**src/rtl/bcc_pkg.sv**
```systemverilog
package bcc_pkg;

   typedef enum logic [2:0] {
      ST_INTA  = 3'b000,
      ST_IORD  = 3'b001,
      ST_IOWR  = 3'b010,
      ST_HALT  = 3'b011,
      ST_FETCH = 3'b100,
      ST_MRD   = 3'b101,
      ST_MWR   = 3'b110,
      ST_IDLE  = 3'b111
   } bus_st_e;

   // active-high internal command set
   typedef struct packed {
      logic ack;
      logic iord;
      logic iowr;
      logic iowr_adv;
      logic mrd;
      logic mwr;
      logic mwr_adv;
   } cmd_t;

endpackage

```
**src/rtl/bcc_seq.sv**
```systemverilog
module bcc_seq
   import bcc_pkg::*;
#(
   parameter int ADV_LEAD = 1
) (
   input  logic       clk,
   input  logic       rst_n,
   input  logic [2:0] status,
   output logic       ale_q,
   output logic       active,
   output bus_st_e    kind,
   output logic       first_ph,
   output logic       cmd_on,
   output logic       late_on
);

   localparam int PH_MAX = ADV_LEAD + 1;
   localparam int PW     = $clog2(PH_MAX + 1);

   generate
      if (ADV_LEAD < 1) begin : g_bad_lead
         $error("bcc_seq: ADV_LEAD must be at least 1");
      end
   endgenerate

   bus_st_e       prev_st;
   logic [PW-1:0] phase;
   logic          start;

   assign start = (prev_st == ST_IDLE) &&
                  (bus_st_e'(status) != ST_IDLE) &&
                  (bus_st_e'(status) != ST_HALT);

   always_ff @(posedge clk or negedge rst_n) begin
      if (!rst_n) begin
         prev_st <= ST_IDLE;
         ale_q   <= 1'b0;
         active  <= 1'b0;
         kind    <= ST_IDLE;
         phase   <= '0;
      end else begin
         prev_st <= bus_st_e'(status);
         if (start) begin
            ale_q  <= 1'b1;
            active <= 1'b1;
            kind   <= bus_st_e'(status);
            phase  <= '0;
         end else begin
            ale_q <= 1'b0;
            if (bus_st_e'(status) == ST_IDLE) begin
               active <= 1'b0;
               kind   <= ST_IDLE;
               phase  <= '0;
            end else if (active && (phase != PW'(PH_MAX))) begin
               phase <= phase + 1'b1;
            end
         end
      end
   end

   assign first_ph = active && (phase == '0);
   assign cmd_on   = active && (phase >= PW'(1));
   assign late_on  = active && (phase >= PW'(PH_MAX));

endmodule

```
**src/rtl/bcc_decode.sv**
```systemverilog
module bcc_decode
   import bcc_pkg::*;
(
   input  bus_st_e kind,
   input  logic    active,
   input  logic    cmd_on,
   input  logic    late_on,
   output cmd_t    cmd,
   output logic    is_write,
   output logic    is_ack
);

   always_comb begin
      cmd      = '0;
      is_write = 1'b0;
      is_ack   = 1'b0;
      if (active) begin
         unique case (kind)
            ST_INTA:  begin cmd.ack  = cmd_on; is_ack = 1'b1; end
            ST_IORD:  cmd.iord = cmd_on;
            ST_IOWR:  begin
               cmd.iowr_adv = cmd_on;
               cmd.iowr     = late_on;
               is_write     = 1'b1;
            end
            ST_FETCH, ST_MRD: cmd.mrd = cmd_on;
            ST_MWR:   begin
               cmd.mwr_adv = cmd_on;
               cmd.mwr     = late_on;
               is_write    = 1'b1;
            end
            default: ;
         endcase
      end
   end

endmodule

```
**src/rtl/bcc_outgate.sv**
```systemverilog
module bcc_outgate
   import bcc_pkg::*;
#(
   parameter bit CMD_ACT_LOW = 1'b1
) (
   input  logic addr_en_n,
   input  logic cmd_en,
   input  logic io_bus_mode,
   input  cmd_t cmd,
   input  logic ale_q,
   input  logic first_ph,
   input  logic cmd_on,
   input  logic is_write,
   input  logic is_ack,
   output logic ale,
   output logic dt_tx,
   output logic data_en,
   output logic cas_pden,
   output cmd_t cmd_pins,
   output logic out_en
);

   logic ctl_ok;
   logic cmd_ok;
   cmd_t gated;

   assign ctl_ok  = ~addr_en_n;
   assign cmd_ok  = ctl_ok & cmd_en;
   assign gated   = cmd_ok ? cmd : '0;

   assign ale     = ctl_ok & ale_q;
   assign dt_tx   = ctl_ok & is_write;
   assign data_en = ctl_ok & cmd_on;
   assign out_en  = ctl_ok;

   assign cas_pden = io_bus_mode ? ~data_en
                                 : (ctl_ok & is_ack & first_ph);

   generate
      if (CMD_ACT_LOW) begin : g_low
         assign cmd_pins = ~gated;
      end else begin : g_high
         assign cmd_pins = gated;
      end
   endgenerate

endmodule

```
**src/rtl/bus_cmd_ctrl.sv**
```systemverilog
module bus_cmd_ctrl
   import bcc_pkg::*;
#(
   parameter int ADV_LEAD    = 1,
   parameter bit CMD_ACT_LOW = 1'b1
) (
   input  logic       clk,
   input  logic       rst_n,
   input  logic [2:0] status,
   input  logic       addr_en_n,
   input  logic       cmd_en,
   input  logic       io_bus_mode,
   output logic       ale,
   output logic       dt_tx,
   output logic       data_en,
   output logic       cas_pden,
   output logic       intack_n,
   output logic       io_rd_n,
   output logic       io_wr_n,
   output logic       io_awr_n,
   output logic       mem_rd_n,
   output logic       mem_wr_n,
   output logic       mem_awr_n,
   output logic       out_en
);

   logic    ale_q, active, first_ph, cmd_on, late_on, is_write, is_ack;
   bus_st_e kind;
   cmd_t    cmd, cmd_pins;

   bcc_seq #(.ADV_LEAD(ADV_LEAD)) u_seq (
      .clk      (clk),
      .rst_n    (rst_n),
      .status   (status),
      .ale_q    (ale_q),
      .active   (active),
      .kind     (kind),
      .first_ph (first_ph),
      .cmd_on   (cmd_on),
      .late_on  (late_on)
   );

   bcc_decode u_dec (
      .kind     (kind),
      .active   (active),
      .cmd_on   (cmd_on),
      .late_on  (late_on),
      .cmd      (cmd),
      .is_write (is_write),
      .is_ack   (is_ack)
   );

   bcc_outgate #(.CMD_ACT_LOW(CMD_ACT_LOW)) u_gate (
      .addr_en_n   (addr_en_n),
      .cmd_en      (cmd_en),
      .io_bus_mode (io_bus_mode),
      .cmd         (cmd),
      .ale_q       (ale_q),
      .first_ph    (first_ph),
      .cmd_on      (cmd_on),
      .is_write    (is_write),
      .is_ack      (is_ack),
      .ale         (ale),
      .dt_tx       (dt_tx),
      .data_en     (data_en),
      .cas_pden    (cas_pden),
      .cmd_pins    (cmd_pins),
      .out_en      (out_en)
   );

   assign intack_n  = cmd_pins.ack;
   assign io_rd_n   = cmd_pins.iord;
   assign io_wr_n   = cmd_pins.iowr;
   assign io_awr_n  = cmd_pins.iowr_adv;
   assign mem_rd_n  = cmd_pins.mrd;
   assign mem_wr_n  = cmd_pins.mwr;
   assign mem_awr_n = cmd_pins.mwr_adv;

endmodule

```
**config.mk**
```make
export PLATFORM = sky130hd
export DESIGN_NAME = bus_cmd_ctrl
export DESIGN_NICKNAME = d
export VERILOG_FILES = /design/src/rtl/bcc_pkg.sv /design/src/rtl/bcc_seq.sv /design/src/rtl/bcc_decode.sv /design/src/rtl/bcc_outgate.sv /design/src/rtl/bus_cmd_ctrl.sv
export SDC_FILE = /design/constraint.sdc
export NUM_CORES = 1
export LEC_CHECK = 0
export CELL_PAD_IN_SITES_DETAIL_PLACEMENT = 0
export CELL_PAD_IN_SITES_GLOBAL_PLACEMENT = 1
export CORE_MARGIN = 4
export CORE_UTILIZATION = 35
export CTS_BUF_LIST = sky130_fd_sc_hd__clkbuf_8
export DETAILED_ROUTE_END_ITERATION = 7
export PLACE_DENSITY_LB_ADDON = 0.1
export SLEW_MARGIN = 10
export SYNTH_ARGS = -nofsm -noshare
export SYNTH_HDL_FRONTEND = slang
export SYNTH_HIERARCHICAL = 1
export SYNTH_SLANG_ARGS = --single-unit
```
**constraint.sdc**
```tcl
create_clock -name clk -period 2.05 [get_ports clk]
set_clock_uncertainty 0.2 [all_clocks]
set_input_delay 0.41 -clock clk [delete_from_list [all_inputs] [get_ports clk]]
set_output_delay 0.41 -clock clk [all_outputs]
set_load 0.05 [all_outputs]
```
Word level (Yosys, flattened, before mapping)
Cells that the tools add are included.

Bits in registers: 10. Input port bits: 8. Output and inout port bits: 12. Logic and storage cells: 59.

$add $sub $neg: 1. $lt $le $gt $ge: 2. Equality and inequality tests: 10. Mux-type cells: 20. Bitwise logic cells: 9. Reductions and logical operators: 12.

Operator list (number): $eq 3x3->1 const B (5); $mux 7 (2); $mux 1 (11); $mux 2 (5); $not 7->7 (1); $and 1x1->1 (6); $logic_and 1x1->1 (6); $mux 3 (2); $reduce_or 2->1 (2); $eq 3x1->1 const B (1); $eq 3x2->1 const B (1); $logic_not 3->1 (1); $ne 3x2->1 const B (1); $ne 3x3->1 const B (1); $reduce_bool 3->1 (1); $add 2x1->2 const B (1); $ge 2x1->1 const B (1); $ge 2x2->1 const B (1); $logic_not 2->1 (1); $ne 2x2->1 const B (1); $not 1->1 (2); $reduce_bool 2->1 (1).

Longest topological paths before layout
Depth in word-level cells: 6. Gate-level depth with buffers: 6. Mapped depth without buffers: 6.

Cells and area by module
The synthesis kept the hierarchy.

Modules (own cells, without submodules): bcc_seq (instances 1, cells each 33, area each 450.4 um2, seq. area each 257.7 um2); bcc_decode (instances 1, cells each 14, area each 88.8 um2, seq. area each 0.0 um2); bcc_outgate (instances 1, cells each 14, area each 77.6 um2, seq. area each 0.0 um2).

Least setup slack after synthesis
No wires, ideal clock.

Path kind: flip-flop to output port. Start: register u_seq.phase[0]. End: output port cas_pden. Arrival time: 2096 ps. Data required time: 1440 ps. Path slack: -656 ps. Stages on the path, launching flop included: 6. Path buffers: 0. Path through: dfrtp_1 -> inv_1 -> ha_1 -> nor2b_1 -> nor2b_1 -> mux2i_1.

Cells in the longest elaborated chain, start to end: 5. Elaborated cells on any way between the ends: 8. Classes of those cells: 1 x order compare; 1 x mux; 3 x bitwise; 3 x reduce/logical.

Ends and longest elaborated chain: from (decl) (RTL line bcc_seq.sv:27) `logic [PW-1:0] phase;`; from (signal assigned) (RTL line bcc_seq.sv:55) `phase <= phase + 1'b1;`; $ge 2x1->1 (RTL line bcc_seq.sv:62) `assign cmd_on = active && (phase >= PW'(1));`; $logic_and 1x1->1 (RTL line bcc_seq.sv:62); via cmd_on (RTL line bus_cmd_ctrl.sv:27) `logic ale_q, active, first_ph, cmd_on, late_on, is_write, is_ack;`; $and 1x1->1 (RTL line bcc_outgate.sv:33) `assign data_en = ctl_ok & cmd_on;`; via data_en (RTL line bus_cmd_ctrl.sv:15) `output logic data_en,`; $not 1->1 (RTL line bcc_outgate.sv:36) `assign cas_pden = io_bus_mode ? ~data_en`; $mux 1 (RTL line bcc_outgate.sv:36); to (decl) (RTL line bus_cmd_ctrl.sv:16) `output logic cas_pden,`.

The timed path passes the listed nets, and every way through them passes these cells.

Final worst setup path
Start: register u_seq.phase[0]. End: output port cas_pden.

Elaborated cells on any way between the ends: 8. Classes of those cells: 1 x order compare; 1 x mux; 3 x bitwise; 3 x reduce/logical.

RTL lines: $logic_not 2->1 (RTL line bcc_seq.sv:61) `assign first_ph = active && (phase == '0);`; $logic_and 1x1->1 (RTL line bcc_seq.sv:61); via first_ph (RTL line bus_cmd_ctrl.sv:27); $and 1x1->1 (RTL line bcc_outgate.sv:37) `: (ctl_ok & is_ack & first_ph);`; $mux 1 (RTL line bcc_outgate.sv:36).

The timed path passes the listed nets, and every way through them passes these cells.

==> impl_metrics.py <==
metrics = {
    "setup_path": {
        "critPathLaunchType": "flip-flop",
        "r2r_setup_slack_ns": 0.52,
        "r2r-end": "u_seq/phase[0]",
        "reg2reg_from": "u_seq/phase[0]",
        "r2r_cells": 6,
        "endpoint_kind": "output port",
        "cp-startpoint": "u_seq/phase[0]",
        "crit_arrival_ns": 1.56,
        "crit_chain": "inv_2 -> buf_6 -> ha_1 -> and2_4 -> nand3b_1 -> mux2i_2 -> buf_12",
        "crit_fanout": 2,
        "required_ns": 1.44,
        "crit_slowest_cell": "dfrtp_1",
        "max_stage_delay_ns": 0.39,
        "critical_path_class": "reg2out",
        "crit_buf_inv": 3,
        "path_depth": 7,
        "cp-endpoint": "cas_pden",
        "critPathTopFamily": "flip-flops",
    },
    "cts": {
        "clk_path_buf_depth": 2,
        "cts.htree.levels": 1,
        "cts_made_buffers": 3,
        "worstSkewPairLatency_ns": 0.23,
        "numClockSinks": 10,
        "cts_tree": "yes",
        "cts_root_buf": "clkbuf_8",
        "cts_hold_buffers": 0,
        "clk_pin_slew_ns": 0.05,
    },
    "synthesis": {
        "syn_inst": 61,
        "ys.warnings.count": 6,
        "ys_ff_latch": 10,
        "synth_area_leader_cell": "dfstp_2",
        "ys_seq_area_share_pct": 41.78,
        "synth_area_um2": 616.8,
        "yosysTopAreaCellShare_pct": 25.56,
        "synthesis.nets": 72,
        "ys_types": 27,
        "avgSynthCellArea_um2": 10.11,
        "yosys-top-cells-area": "dfstp_2 (26%), dfrtp_1 (16%), ha_1 (6.1%), nand2_1 (6.1%), mux2i_1 (4.9%)",
    },
    "timing": {
        "setup_tns_ns": -0.5078,
        "setup_slack_ns": -0.1222,
        "period_minus_slack_ns": 2.172,
        "slew_viol_final": 0,
        "relSlewSlack_pct": 72.62,
        "rsz0062_at_grt": "yes",
        "clock.fmax_mhz": 460.4,
        "post-route-period-util_pct": 106.0,
        "setup_viol": 7,
        "hold_viol": 0,
        "hold_slack_ns": 0.2780,
        "worst_pin_slew_ns": 0.4095,
    },
    "die": {
        "start_util_pct": 39.13,
        "die_w_um": 49.98,
        "io_pins": 20,
        "coreArea_mm2": 0.001577,
        "dieArea_mm2": 0.002498,
        "rows": 14,
        "dieHeight_um": 49.98,
    },
    "grt": {
        "grt_pass1_wl_um": 2256,
        "antenna_found_initial": 0,
        "track_usage_pct": 11.82,
        "grt-ovfl-total": 0,
        "grt_max_degree": 11,
        "first_global_vias": 536,
    },
    "cells_and_area": {
        "final_core_util_pct": 72.46,
        "nNetsFinal": 104,
        "multi_input_area_um2": 416.7,
        "seqCellArea_um2": 259.0,
        "syn2layout_area_growth_pct": 85.19,
        "layout-drive-gt1-share_pct": 57.61,
        "design_area_mm2": 0.001142,
        "n_fill_cell": 125,
        "antenna_cells": 0,
        "instances_no_fill": 108,
    },
    "power": {
        "powerDensity_mw_per_mm2": 833.4,
        "p_leak_nw": 0.4904,
        "ir_worst_vdd_mv": 0.6818,
    },
    "flow_run": {
        "cap_violations": 0,
    },
    "detailed_routing": {
        "via_per_inst": 4.926,
        "wire_per_inst_um": 11.79,
        "via_count": 532,
        "postRouteAntennaNets": 0,
        "drc": 0,
        "dr.pass1.iters": 4,
        "drt_iter0_markers": 6,
        "wirelength_um": 1273,
    },
    "status": {
        "outcome": "finished, violations left",
        "violations": "setup timing",
    },
    "placement": {
        "gp_congestion": 0.7653,
        "dp.cells": 102,
        "io_buffers": 19,
        "hpwlAfterDp_um": 984.5,
        "postPlaceCellArea_mm2": 0.001003,
    },
    "min_path": {
        "min_path_type": "in2async",
    },
}
==> worst min-delay path by stage <==
stage                   from             end  depth (start not counted)
2_1_floorplan          rst_n    u_seq/active                          0
3_3_place_gp   u_seq/kind[2]   u_seq/kind[2]                          2
3_5_place_dp   u_seq/kind[2]   u_seq/kind[2]                          2
4_1_cts                rst_n  u_seq/phase[0]                          1
5_1_grt                rst_n  u_seq/phase[1]                          1
6_report               rst_n  u_seq/phase[1]                          1
==> kinds of logic (layout without fill, tap and decap cells) <==
kind of cell	Yosys count	in the layout	synth area share, %
XOR/XNOR	1	1	1.420
AND/OR/NAND/NOR	34	34	33.87
adder cells (fa/ha/maj)	3	3	6.086
buffers and inverters	4	35	2.433
multiplexers	3	3	4.868
flip-flops	10	10	41.79
AO/OA/AOI/OAI	6	6	9.534
==> per-stage QoR <==
step,power [mW],setup slack (ns)
after CTS,0.9205,-0.1418
after global routing,1.024,-0.2215
final,0.9520,-0.1222
after detailed placement,0.6134,-0.1209
after global placement,0.6095,-0.08831
after floorplan,0.4628,0.04204
==> layout make-up <==
class,instances,share of cell area [%]
inverters,4,1.314
multi-input cells,47,36.47
repair buffers,27,32.97
flip-flops and latches,10,22.67
clock buffers,4,4.819
well taps,16,1.752
==> cell usage after synthesis <==
| cell | count |
|---|---|
| nor4_1 | 2 |
| a21oi_4 | 1 |
| nand2b_2 | 1 |
| nor2b_1 | 3 |
| nor2_1 | 4 |
| nor3_2 | 1 |
| nand3_2 | 1 |
| and2b_2 | 1 |
| ha_1 | 3 |
| nor3_1 | 3 |
| inv_1 | 4 |
| dfrtp_1 | 4 |
| a21oi_1 | 1 |
| o32a_1 | 2 |
| and2b_4 | 1 |
| dfstp_2 | 6 |
| mux2i_1 | 3 |
| and2_1 | 1 |
| and2b_1 | 1 |
| xnor2_1 | 1 |
| nand2_1 | 10 |
| and3_4 | 1 |
| o21ba_2 | 1 |
| o21a_1 | 1 |
| nor4b_2 | 1 |
| nand3b_1 | 2 |
| nor3b_1 | 1 |
==> state kept, by name, summed over array words and instances, names as in the netlist <==
register and count:
u_seq/active 1, u_seq/kind 3, u_seq/phase 2, u_seq/prev_st 3, u_seq/ale_q 1
==> metal layers <==
layer  routed length [µm]  track usage (%)  vias up
li1                     -                -      272
met1                  560            13.52      240
met2                  618            19.13       18
met3                   81            3.614        2
met4                   14            6.912        0
met5                    0                0        -
==> power breakdown <==
part / leakage (nW) / switching, mW / total, mW / internal [mW]
combinational: 0.349 / 0.188 / 0.428 / 0.240
clock: 0.0288 / 0.0684 / 0.236 / 0.168
sequential: 0.113 / 0.0440 / 0.288 / 0.244
==> repair_timing <==
| action | 4_1_cts | 5_1_grt |
|---|---|---|
| setup buffers | 1 | 1 |
| resized for setup | 12 | 8 |
| gates cloned | 0 | 0 |
| pin swaps | 10 | 7 |
| setup endpoints to repair | 10 | 9 |
==> cell usage in the layout (no fill, tap or decap), types with 3 or more instances in the layout <==
master / netlist / layout
nand2_1: 10 / 7
clkdlybuf4s50_1: 0 / 6
nor2_1: 4 / 4
buf_4: 0 / 6
dfstp_2: 6 / 6
buf_12: 0 / 12
dfrtp_1: 4 / 3
clkbuf_8: 0 / 4
(Power assumes the default switching activity.)
